File: config.mk
export PLATFORM = sky130hd
export DESIGN_NAME = pulse_nibble_rx
export DESIGN_NICKNAME = d
export VERILOG_FILES = /design/src/rtl/pulse_nibble_rx.sv
export SDC_FILE = /design/constraint.sdc
export NUM_CORES = 1
export LEC_CHECK = 0
export BUFFER_PORTS_ARGS = -buffer_cell sky130_fd_sc_hd__buf_2
export CORE_MARGIN = 4
export CORE_UTILIZATION = 56
export CTS_BUF_LIST = sky130_fd_sc_hd__clkbuf_16
export CTS_CLUSTER_DIAMETER = 120
export CTS_CLUSTER_SIZE = 24
export DETAILED_ROUTE_END_ITERATION = 6
export PLACE_DENSITY_LB_ADDON = 0.08
export SYNTH_ARGS = -nofsm -noshare
export SYNTH_HDL_FRONTEND = slang
export SYNTH_SLANG_ARGS = --single-unit
File: constraint.sdc
create_clock -name clk -period 2.8 [get_ports clk]
set_input_delay 0.28 -clock clk [delete_from_list [all_inputs] [get_ports clk]]
set_output_delay 0.28 -clock clk [all_outputs]
set_load 0.02 [all_outputs]
File: src/rtl/pulse_nibble_rx.sv
module pulse_nibble_rx #(
  parameter int TW = 16,
  parameter int WW = 8,
  parameter int CW = 16
) (
  input  logic          clk,
  input  logic          rst_n,
  input  logic          start,
  input  logic          recal,
  input  logic [CW-1:0] byte_count,
  input  logic          sense,
  output logic          req,
  output logic          byte_valid,
  output logic [7:0]    byte_data,
  output logic          done,
  output logic          err
);
  localparam logic [TW-1:0] WMAX = TW'((1 << WW) - 1);

  typedef enum logic [2:0] {S_IDLE, S_REQ, S_HIGH, S_EVAL, S_SRCH, S_OUT} st_t;
  st_t st;

  logic          s_q, fall, rise;
  logic [TW-1:0] tmr, t0, diff, q;
  logic [WW-1:0] w, mn, v;
  logic [WW:0]   rng, lo, hi, mid, dw;
  logic [3:0]    nib, lo_nib;
  logic [1:0]    k;
  logic          half;
  logic [CW-1:0] cnt;

  assign fall = s_q & ~sense;
  assign rise = ~s_q & sense;
  assign diff = tmr - t0;
  assign q    = diff >> 2;
  assign mid  = WW'((({1'b0, hi} + {1'b0, lo}) >> 1));
  assign dw   = {1'b0, w} - {1'b0, mn};

  always_ff @(posedge clk) begin
    if (!rst_n) begin
      st <= S_IDLE; s_q <= 1'b1; tmr <= '0; t0 <= '0; w <= '0;
      mn <= '0; rng <= '0; v <= '0; lo <= '0; hi <= '0; nib <= '0;
      lo_nib <= '0; k <= '0; half <= 1'b0; cnt <= '0; req <= 1'b1;
      byte_valid <= 1'b0; byte_data <= '0; done <= 1'b0; err <= 1'b0;
    end else begin
      tmr <= tmr + 1'b1;
      s_q <= sense;
      byte_valid <= 1'b0; done <= 1'b0; err <= 1'b0;
      case (st)
        S_IDLE: if (start) begin
          if (recal) begin mn <= '0; rng <= '0; end
          cnt <= byte_count; half <= 1'b0; req <= 1'b0; st <= S_REQ;
        end
        S_REQ: if (fall) begin
          t0 <= tmr; req <= 1'b1; st <= S_HIGH;
        end
        S_HIGH: if (rise) begin
          w  <= (q > WMAX) ? WMAX[WW-1:0] : q[WW-1:0];
          st <= S_EVAL;
        end
        S_EVAL: begin
          if (mn == '0 && rng == '0) begin
            mn <= w; req <= 1'b0; st <= S_REQ;
          end else if (rng == '0) begin
            if (w < mn || dw < 16) begin
              err <= 1'b1; mn <= '0; rng <= '0; st <= S_IDLE;
            end else begin
              rng <= dw + 1'b1; req <= 1'b0; st <= S_REQ;
            end
          end else if (w <= mn) begin
            nib <= '0; st <= S_OUT;
          end else begin
            v <= w - mn - 1'b1; lo <= '0; hi <= rng - 1'b1;
            nib <= '0; k <= 2'd3; st <= S_SRCH;
          end
        end
        S_SRCH: begin
          if ({1'b0, v} < mid) hi <= mid - 1'b1;
          else begin nib[k] <= 1'b1; lo <= mid + 1'b1; end
          if (k == 2'd0) st <= S_OUT;
          else k <= k - 1'b1;
        end
        S_OUT: begin
          if (!half) begin
            lo_nib <= nib; half <= 1'b1; req <= 1'b0; st <= S_REQ;
          end else begin
            byte_data <= {nib, lo_nib}; byte_valid <= 1'b1; half <= 1'b0;
            if (cnt == '0) begin
              done <= 1'b1; st <= S_IDLE;
            end else begin
              cnt <= cnt - 1'b1; req <= 1'b0; st <= S_REQ;
            end
          end
        end
        default: st <= S_IDLE;
      endcase
    end
  end

  p_req_rise_r2: assert property (@(posedge clk) disable iff (!rst_n)
    (st == S_REQ && s_q && !sense) |=> req);
  p_done_with_byte_r8: assert property (@(posedge clk) disable iff (!rst_n)
    done |-> byte_valid);
  p_strobes_excl_r4: assert property (@(posedge clk) disable iff (!rst_n)
    $onehot0({done, err}));
  p_err_clears_r4: assert property (@(posedge clk) disable iff (!rst_n)
    err |-> (mn == '0 && rng == '0 && req));
  p_cal_hold_r9: assert property (@(posedge clk) disable iff (!rst_n)
    (st == S_SRCH) |=> ($stable(mn) && $stable(rng)));
  p_idle_req_r8: assert property (@(posedge clk) disable iff (!rst_n)
    $past(done) |-> req);
endmodule

==> flow_metrics.tcl, run 1 <==
set metrics [dict create \
    hold_path.class "in -> reg" \
    die_area_mm2 0.0151 \
    grt.total_usage_pct 25.1 \
    skew_ns 0.0108 \
    dp.cells 1188 \
    port_buffers 32 \
    place_congestion 0.898 \
    r2r-end "lo[7]" \
    numCtsBuffers 17 \
    async_flop_share_pct 0 \
    powerDensity_mw_per_mm2 490 \
    ir_drop_mv 0.419 \
    htreeDepth 4 \
    ys_seq_area_share_pct 34.0 \
    cts_tree "yes" \
    initial_core_util_pct 58.0 \
    routed_wl_um 18600 \
    instances_no_fill 1228 \
    violations "setup timing" \
    num_antenna_cells 0 \
    viasPerCell 5.71 \
    worst_pin_slew_ns 0.711 \
    critical_path_class "reg -> reg" \
    final_hold_viol_count 0 \
    clock.fmax_mhz 326 \
    synth_fp_nets 1025 \
    hpwl_um 13200 \
    vias 7010 \
    report.final.setup_viol 22 \
    antenna_left 0 \
    syn_area_mm2 0.00741 \
    critPathRequiredTime_ns 3.11 \
    root_buffer "clkbuf_16" \
    fin_tns_setup_ns -4.55 \
    clk_pin_slew_ns 0.06 \
    firstDrtPassIters 6 \
    crit_chain "ha_4 -> nor2b_4 -> o311a_1 -> o21ai_2 -> nor2b_4 -> xnor2_2 -> ha_1 -> nand4_1 -> a211o_1 -> a31oi_4 -> a21oi_1 -> buf_4 -> a32o_1" \
    status "complete, but fails checks" \
    die_x_um 123 \
    slowest_stage "dfxtp_2" \
    area_delta_synth_final_pct 22.4 \
    syn_avg_cell_area_um2 7.76 \
    final_common_cell "nand2_1" \
    setup_slack_ns -0.265 \
    p_leak_nw 3.59 \
    min_period_over_period_pct 109 \
    crit_family "compound AO/OA/AOI/OAI gates" \
    synth_cells 955 \
    synth_edf_count 0 \
    cp_max_fo 9 \
    rows 41 \
    core_mm2 0.0128 \
    fillers 1079 \
    yosys_warnings 0 \
    dr.first_iter.drc_count 398 \
    clock_insertion_delay_worst_skew_ns 0.42 \
    drv_slew 0 \
    holdPathEnd "s_q" \
    final_cell_mix "nand2_1 (144), dfxtp_1 (119), a21oi_1 (93), nor2_1 (80), buf_4 (76)" \
    reg2reg_from "lo[2]" \
    max_cap_violations 0 \
    grt_pass1_wl_um 30600 \
    hold_depth 2 \
    io_pins 33 \
    worst_ep_arrival_time_ns 3.37 \
    crit_buf_inv 1 \
    rsz0062_at_grt "yes" \
    synthFlopType "dfxtp_1" \
    antenna_found_initial 0 \
    drc 0 \
    cts_max_path_buffers 2 \
    cp_slowest_stage_delay_ns 0.33 \
    yosys.cell_types.count 69 \
    relSlewSlack_pct 52.6 \
    cp_common_cell "nor2b_4" \
    r2r_slack_ns -0.26 \
    wire_per_inst_um 15.2 \
    cts.sinks 126 \
    grt_pass1_vias 6569 \
    grt_overflow 0 \
    finalCriticalPeriod_ns 3.06 \
    startpoint_type "flop" \
    drive_gt1_share_pct 20.5 \
    fin_total_pwr_w 0.00445 \
    synth_seq_cells 126 \
    min_from "sense" \
    endpoint_kind "flop" \
    grt_max_degree 65 \
    final_nets 1113 \
    holdBufCountCts 0 \
    rr_worst_depth 13 \
    fp.dieH_um 123 \
]
## area by class of cell
class	instances	area, um^2	area share (%)
clock buffer	17	425	4.69
inverter	51	191	2.11
clock inverter	15	154	1.70
sequential	126	2530	27.9
tap	172	215	2.37
multi-input combinational	736	4780	52.7
timing repair buffer	111	773	8.53
## sequential cells by signal, indices dropped and copies added, names as in the netlist, 8 cells and up
signal / flops
w: 8
t0: 16
byte_data: 8
mn: 8
cnt: 16
rng: 9
lo: 9
tmr: 16
hi: 9
v: 8
## power by group
group	internal (W)	switching [W]
combinational	0.000178	0.000252
sequential	0.00182	0.0000264
clock	0.00138	0.000793
## synth_stat cells (all sizes together) (13+ instances only)
cell    number  area (um^2)
a21oi      102          510
a22o        13          114
a22oi       13         97.6
clkbuf      37          139
dfxtp      126         2520
ha          46          576
inv         51          191
nand2      147          552
nand2b      13         81.3
nand3       28          140
nor2        84          315
nor3        22          110
nor4        13         81.3
o21ai       53          265
xnor2       30          263
xor2        26          228
## worst max path at each step
| stage | from | end | slack, ns | cells after the start |
|---|---|---|---|---|
| after global placement | hi[2] | hi[7] | -0.26 | 14 |
| after detailed placement | lo[1] | hi[3] | -0.31 | 14 |
| final | lo[2] | lo[7] | -0.26 | 13 |
| after floorplan | st[2] | hi[8] | -0.21 | 14 |
| after CTS | lo[2] | lo[7] | -0.19 | 13 |
| after global routing | lo[2] | nib[2] | -0.39 | 14 |
## layer usage
layer / part of all wire [%] / up-vias / track usage (%)
met1: 45 / 3286 / 31.7
met5: 0 / - / 0
li1: - / 3543 / -
met4: 1.3 / 0 / 7.68
met2: 50 / 157 / 43.7
met3: 3.8 / 24 / 4.67
## per-stage QoR
stage	util, %	instance area (um^2)	hold WS, ns	worst slack (ns)
finish	71.0	9070	0.0849	-0.265
detailed placement	64.4	8230	0.445	-0.311
global placement	64.4	8230	0.442	-0.262
global route	71.0	9070	0.0774	-0.393
floorplan	-	7480	0.381	-0.212
CTS	69.6	8880	0.0811	-0.193
## repair_timing
item,CTS,global route
endpoints found under the setup margin,30,54
endpoints found under the hold margin,0,0
resized for setup,12,41
pin swaps,12,27
buffers inserted,4,4
## cells by family after synthesis
family                     count (synthesis)  synth area share (%)
AOI/OAI and AO/OA                        254                  21.9
xor gates and xnor gates                  56                  6.62
adders and majority gates                 49                  8.58
buffers and inverters                     93                  4.88
DFF                                      126                  34.0
muxes                                      3                 0.405
and+or+nand+nor                          374                  23.6
No activity file was read; power rests on OpenSTA's default activity.
==> run 2: changes to the inputs <==
- ABC_AREA: not set -> 1
- CORE_UTILIZATION: 56 -> 57
- HOLD_SLACK_MARGIN: not set -> 0.08
==> flow_metrics.tcl, run 2 <==
set metrics [dict create \
    multi_input_area_mm2 0.00464 \
    cp_slowest_stage_delay_ns 0.35 \
    wire_per_inst_um 13.4 \
    synthFlopType "dfxtp_1" \
    fillers 1264 \
    firstDrtPassIters 5 \
    dr.first_iter.drc_count 480 \
    fin_tns_setup_ns 0 \
    drive_gt1_share_pct 13.6 \
    hold_path.class "in -> reg" \
    die_area_mm2 0.0156 \
    critPathRequiredTime_ns 3.14 \
    cts_max_path_buffers 2 \
    htreeDepth 4 \
    register_area_mm2 0.00253 \
    area_delta_synth_final_pct 14.1 \
    crit_family "simple AND/OR/NAND/NOR gates" \
    ys_seq_area_share_pct 32.3 \
    fin_total_pwr_w 0.00499 \
    crit_chain "ha_2 -> a21oi_2 -> nor2_1 -> nor2_2 -> nand2_1 -> nand2_1 -> nand2_1 -> ha_1 -> nand2_1 -> o21a_1 -> nand2_1 -> nand2_2 -> o21ai_4 -> clkinv_4 -> buf_6 -> buf_4 -> a21oi_1" \
    cp_common_cell "nand2_1" \
    synth_seq_cells 126 \
    holdBufCountCts 0 \
    final_util_pct 66.8 \
    grt_overflow 0 \
    final_cell_mix "nand2_1 (244), inv_1 (132), dfxtp_1 (121), nor2_1 (118), a21oi_1 (112)" \
    synth_area_leaders "dfxtp_1 (32%), nand2_1 (12%), a21oi_1 (7.5%), ha_1 (7.4%), inv_1 (6.4%)" \
    critical_path_class "reg -> reg" \
    final_common_cell "nand2_1" \
    core_mm2 0.0133 \
    async_flop_share_pct 0 \
    relSlewSlack_pct 50.5 \
    report.final.setup_viol 0 \
    worst_ep_arrival_time_ns 3.03 \
    clk_pin_slew_ns 0.06 \
    place_congestion 0.927 \
    io_pins 33 \
    viasPerCell 5.34 \
    synth_cells 1171 \
    cts_tree "yes" \
    p_leak_nw 4.14 \
    antenna_left 0 \
    rows 42 \
    final_hold_viol_count 0 \
    ir_drop_mv 0.421 \
    status "completed" \
    clock.fmax_mhz 372 \
    clock_insertion_delay_worst_skew_ns 0.42 \
    min_period_over_period_pct 96.0 \
    yosys-top-cells-count "nand2_1 (250), inv_1 (133), dfxtp_1 (126), nor2_1 (119), a21oi_1 (117)" \
    finalCriticalPeriod_ns 2.69 \
    skew_ns 0.0122 \
    root_buffer "clkbuf_16" \
    worst_pin_slew_ns 0.739 \
    post-synth-top-count-cell "nand2_1" \
    startpoint_type "flop" \
    final_nets 1288 \
    hpwl_um 13800 \
    reg.largest.list "cnt: 16 flops, t0: 16 flops, tmr: 16 flops" \
    port_buffers 32 \
    yosys.cell_types.count 51 \
    grt_pass1_vias 7016 \
    grt.total_usage_pct 24.0 \
    setup_slack_ns 0.111 \
    die_x_um 125 \
    cts.sinks 126 \
    drv_slew 0 \
    vias 7508 \
    grt_max_degree 53 \
    num_antenna_cells 0 \
    antenna_found_initial 0 \
    drc 0 \
    cp_max_fo 7 \
    pre_cts_slack_ns -0.0206 \
    slowest_stage "dfxtp_1" \
    worst_hold_slack_ns 0.111 \
    endpoint_kind "flop" \
    synth.top_cell.area_share_pct 32.3 \
    syn_avg_cell_area_um2 6.67 \
    routed_wl_um 18800 \
    numCtsBuffers 17 \
    synth_fp_nets 1241 \
    synth_edf_count 0 \
    max_cap_violations 0 \
    yosys.area.top_type "dfxtp_1" \
    powerDensity_mw_per_mm2 559 \
    grt_pass1_wl_um 31700 \
    initial_core_util_pct 58.5 \
    yosys_warnings 0 \
    fp.dieH_um 125 \
    syn_area_mm2 0.00781 \
    crit_buf_inv 3 \
]
-- run 2: cell types whose count changed after synthesis, moves of 17 or more --
cell      change
nand2_1     +103
inv_1        +83
nand3_1      +46
nor2_1       +35
o21ai_1      +30
o21ai_0      +26
inv_2        +22
xnor2_1      -20
clkbuf_1     -17
-- run 2: timing repair --
action / 4_1_cts / 5_1_grt
endpoints found under the setup margin: 9 / 22
buffers inserted: 0 / 8
hold endpoints to repair: 0 / 0
resized for setup: 3 / 36
pin swaps: 0 / 6
cloned: 0 / 1
-- run 2: worst paths after layout --
kind | start | endpoint | slack, ns | cells after the start
hold / removal | sense | s_q | 0.11 | 3
setup reg to reg | lo[4] | hi[0] | 0.11 | 17
hold reg to reg | lo_nib[1] | byte_data[1] | 0.45 | 2
setup / recovery | lo[4] | hi[0] | 0.11 | 17
-- run 2: tightest hold or removal path, cell delays in order --
cell     delay (ns)
buf_2          0.12
inv_1          0.06
nand2_1        0.05
-- run 2: power by group --
part | internal (W) | switching [W]
combinational | 0.000349 | 0.000659
clock | 0.00121 | 0.000825
sequential | 0.00188 | 0.0000669
-- run 2: final cells by class --
type / instances / share of cell area [%]
Multi-Input combinational cell: 856 / 52.1
Tap cell: 176 / 2.47
Clock inverter: 14 / 1.35
Timing Repair Buffer: 57 / 4.08
Timing Repair inverter: 1 / 0.0561
Sequential cell: 126 / 28.4
Inverter: 159 / 6.82
Clock buffer: 17 / 4.77
-- run 2: per-stage QoR --
step	std cells	cell area [um^2]
detailed placement	1366	8190
global placement	1366	8190
CTS	1397	8740
global route	1406	8920
floorplan	1171	7820
finish	1406	8920
-- run 2: layer usage --
| metal | part of all wire, % | vias up | GRT usage (%) | wire length (um) |
|---|---|---|---|---|
| met2 | 49 | 141 | 42.2 | 9250 |
| met3 | 3.5 | 53 | 4.35 | 666 |
| met5 | 0 | - | 0 | 0 |
| met1 | 44 | 3368 | 28.8 | 8260 |
| met4 | 3.5 | 0 | 10.0 | 654 |
| li1 | - | 3946 | - | - |
-- run 2: cells by family after synthesis --
family          count (synthesis)  share of synthesized area (%)
compound gates                253                           17.2
xor+xnor                       26                           2.91
fa+ha+maj                      49                           8.13
buf+inv                       189                           9.56
flops                         126                           32.3
mux                             1                          0.128
simple gates                  527                           29.8
==> run 3: changes to the inputs <==
- SETUP_SLACK_MARGIN: not set -> 0.4
==> flow_metrics.tcl, run 3 (synthesis results as in run 2) <==
set metrics [dict create \
    antenna_left 0 \
    cp_slowest_stage_delay_ns 0.40 \
    slowest_stage "fa_2" \
    final_hold_viol_count 0 \
    max_cap_violations 0 \
    final_nets 1292 \
    area_delta_synth_final_pct 18.3 \
    crit_family "simple AND/OR/NAND/NOR gates" \
    p_leak_nw 4.18 \
    numCtsBuffers 17 \
    htreeDepth 4 \
    drv_slew 0 \
    fp.dieH_um 125 \
    pre_cts_slack_ns 0.0914 \
    setup_slack_ns 0.163 \
    grt_pass1_wl_um 32600 \
    register_area_mm2 0.00253 \
    reg.largest.list "cnt: 16 flops, t0: 16 flops, tmr: 16 flops" \
    port_buffers 32 \
    num_antenna_cells 0 \
    finalCriticalPeriod_ns 2.64 \
    report.final.setup_viol 0 \
    endpoint_kind "flop" \
    min_period_over_period_pct 94.2 \
    hpwl_um 13800 \
    worst_pin_slew_ns 0.868 \
    antenna_found_initial 2 \
    ir_drop_mv 0.482 \
    grt_max_degree 81 \
    critical_path_class "reg -> reg" \
    clk_pin_slew_ns 0.06 \
    drc 0 \
    cts.sinks 126 \
    place_congestion 0.926 \
    cts_tree "yes" \
    crit_buf_inv 5 \
    crit_chain "inv_2 -> fa_2 -> inv_2 -> nand3_2 -> nand2_2 -> nand2_2 -> nand3_2 -> nand2_2 -> ha_4 -> nand2_2 -> o21a_1 -> nand2_1 -> nand2_2 -> o21ai_4 -> clkinv_4 -> buf_6 -> nor2_2 -> nor2_1 -> nand2_1 -> inv_1" \
    fillers 1225 \
    hold_path.class "in -> reg" \
    cp_common_cell "nand2_2" \
    core_mm2 0.0133 \
    root_buffer "clkbuf_16" \
    clock.fmax_mhz 379 \
    grt_overflow 0 \
    clock_insertion_delay_worst_skew_ns 0.43 \
    initial_core_util_pct 58.5 \
    multi_input_area_mm2 0.00494 \
    final_common_cell "nand2_1" \
    relSlewSlack_pct 41.8 \
    wire_per_inst_um 14.0 \
    vias 7639 \
    fin_tns_setup_ns 0 \
    final_util_pct 69.3 \
    die_area_mm2 0.0156 \
    final_cell_mix "nand2_1 (230), inv_1 (131), dfxtp_1 (116), nor2_1 (109), a21oi_1 (105)" \
    firstDrtPassIters 5 \
    dr.first_iter.drc_count 511 \
    startpoint_type "flop" \
    die_x_um 125 \
    powerDensity_mw_per_mm2 546 \
    cts_max_path_buffers 2 \
    io_pins 33 \
    worst_ep_arrival_time_ns 2.97 \
    rsz0062_at_grt "yes" \
    fin_total_pwr_w 0.00504 \
    drive_gt1_share_pct 18.5 \
    status "completed" \
    grt_pass1_vias 7102 \
    viasPerCell 5.41 \
    skew_ns 0.00849 \
    critPathRequiredTime_ns 3.13 \
    rows 42 \
    grt.total_usage_pct 24.8 \
    routed_wl_um 19700 \
    cp_max_fo 8 \
]
==> run 3: cell count changes in the layout (fill, tap and decap cells not counted), moves of 6 or more <==
cell,delta
nand2_1,-14
ha_4,+10
a21oi_1,-7
nor2_2,+9
nor2_1,-9
ha_1,-8
o21ai_1,-6
nand2_2,+15
==> run 3: metal layers <==
metal	part of all wire (%)	GRT usage [%]	vias up
met5	0.14	0	-
met4	2.4	7.21	4
met3	4.2	6.31	42
li1	-	-	3960
met1	45	31.1	3500
met2	48	42.3	133
==> run 3: repair_timing <==
| action | 4_1_cts | 5_1_grt |
|---|---|---|
| buffers inserted | 6 | 8 |
| hold buffers | 0 | 0 |
| endpoints found under the setup margin | 30 | 68 |
| gates cloned | 1 | 1 |
| pin swaps | 5 | 14 |
| gates resized for setup | 35 | 62 |
==> run 3: final timing paths <==
path | cells past startpoint | start | to | slack [ns]
setup / recovery | 20 | lo[1] | hi[6] | 0.16
hold / removal | 3 | sense | s_q | 0.13
setup reg to reg | 20 | lo[1] | hi[6] | 0.16
hold reg to reg | 2 | lo_nib[0] | byte_data[0] | 0.45
==> run 3: worst reg2reg max path: stages (launching register included) <==
cell,delay [ns]
dfxtp_2,0.35
inv_2,0.04
fa_2,0.40
inv_2,0.07
nand3_2,0.07
nand2_2,0.09
nand2_2,0.06
nand3_2,0.08
nand2_2,0.09
ha_4,0.30
nand2_2,0.05
o21a_1,0.16
nand2_1,0.06
nand2_2,0.09
o21ai_4,0.13
clkinv_4,0.15
buf_6,0.14
nor2_2,0.07
nor2_1,0.05
nand2_1,0.06
inv_1,0.03
==> run 3: stage by stage <==
stage                     cells  hold WS [ns]  instance area (um^2)
final                      1411         0.132                  9250
after global routing       1411         0.157                  9250
after CTS                  1402         0.120                  8960
after detailed placement   1363         0.430                  8200
after global placement     1363         0.436                  8200
after floorplan            1171         0.377                  7860
==> run 3: layout make-up <==
| cell class | count | share of cell area (%) |
|---|---|---|
| Inverter | 159 | 6.67 |
| Sequential cell | 126 | 27.4 |
| Multi-Input combinational cell | 857 | 53.5 |
| Timing Repair Buffer | 60 | 4.13 |
| Clock inverter | 15 | 1.26 |
| Tap cell | 176 | 2.38 |
| Clock buffer | 17 | 4.60 |
| Timing Repair inverter | 1 | 0.0947 |
==> run 3: power breakdown <==
group / leakage (nW) / switching, W / total (W) / internal (W)
sequential: 1.03 / 0.0000711 / 0.00195 / 0.00188
clock: 0.260 / 0.000884 / 0.00202 / 0.00114
combinational: 2.90 / 0.000699 / 0.00107 / 0.000373
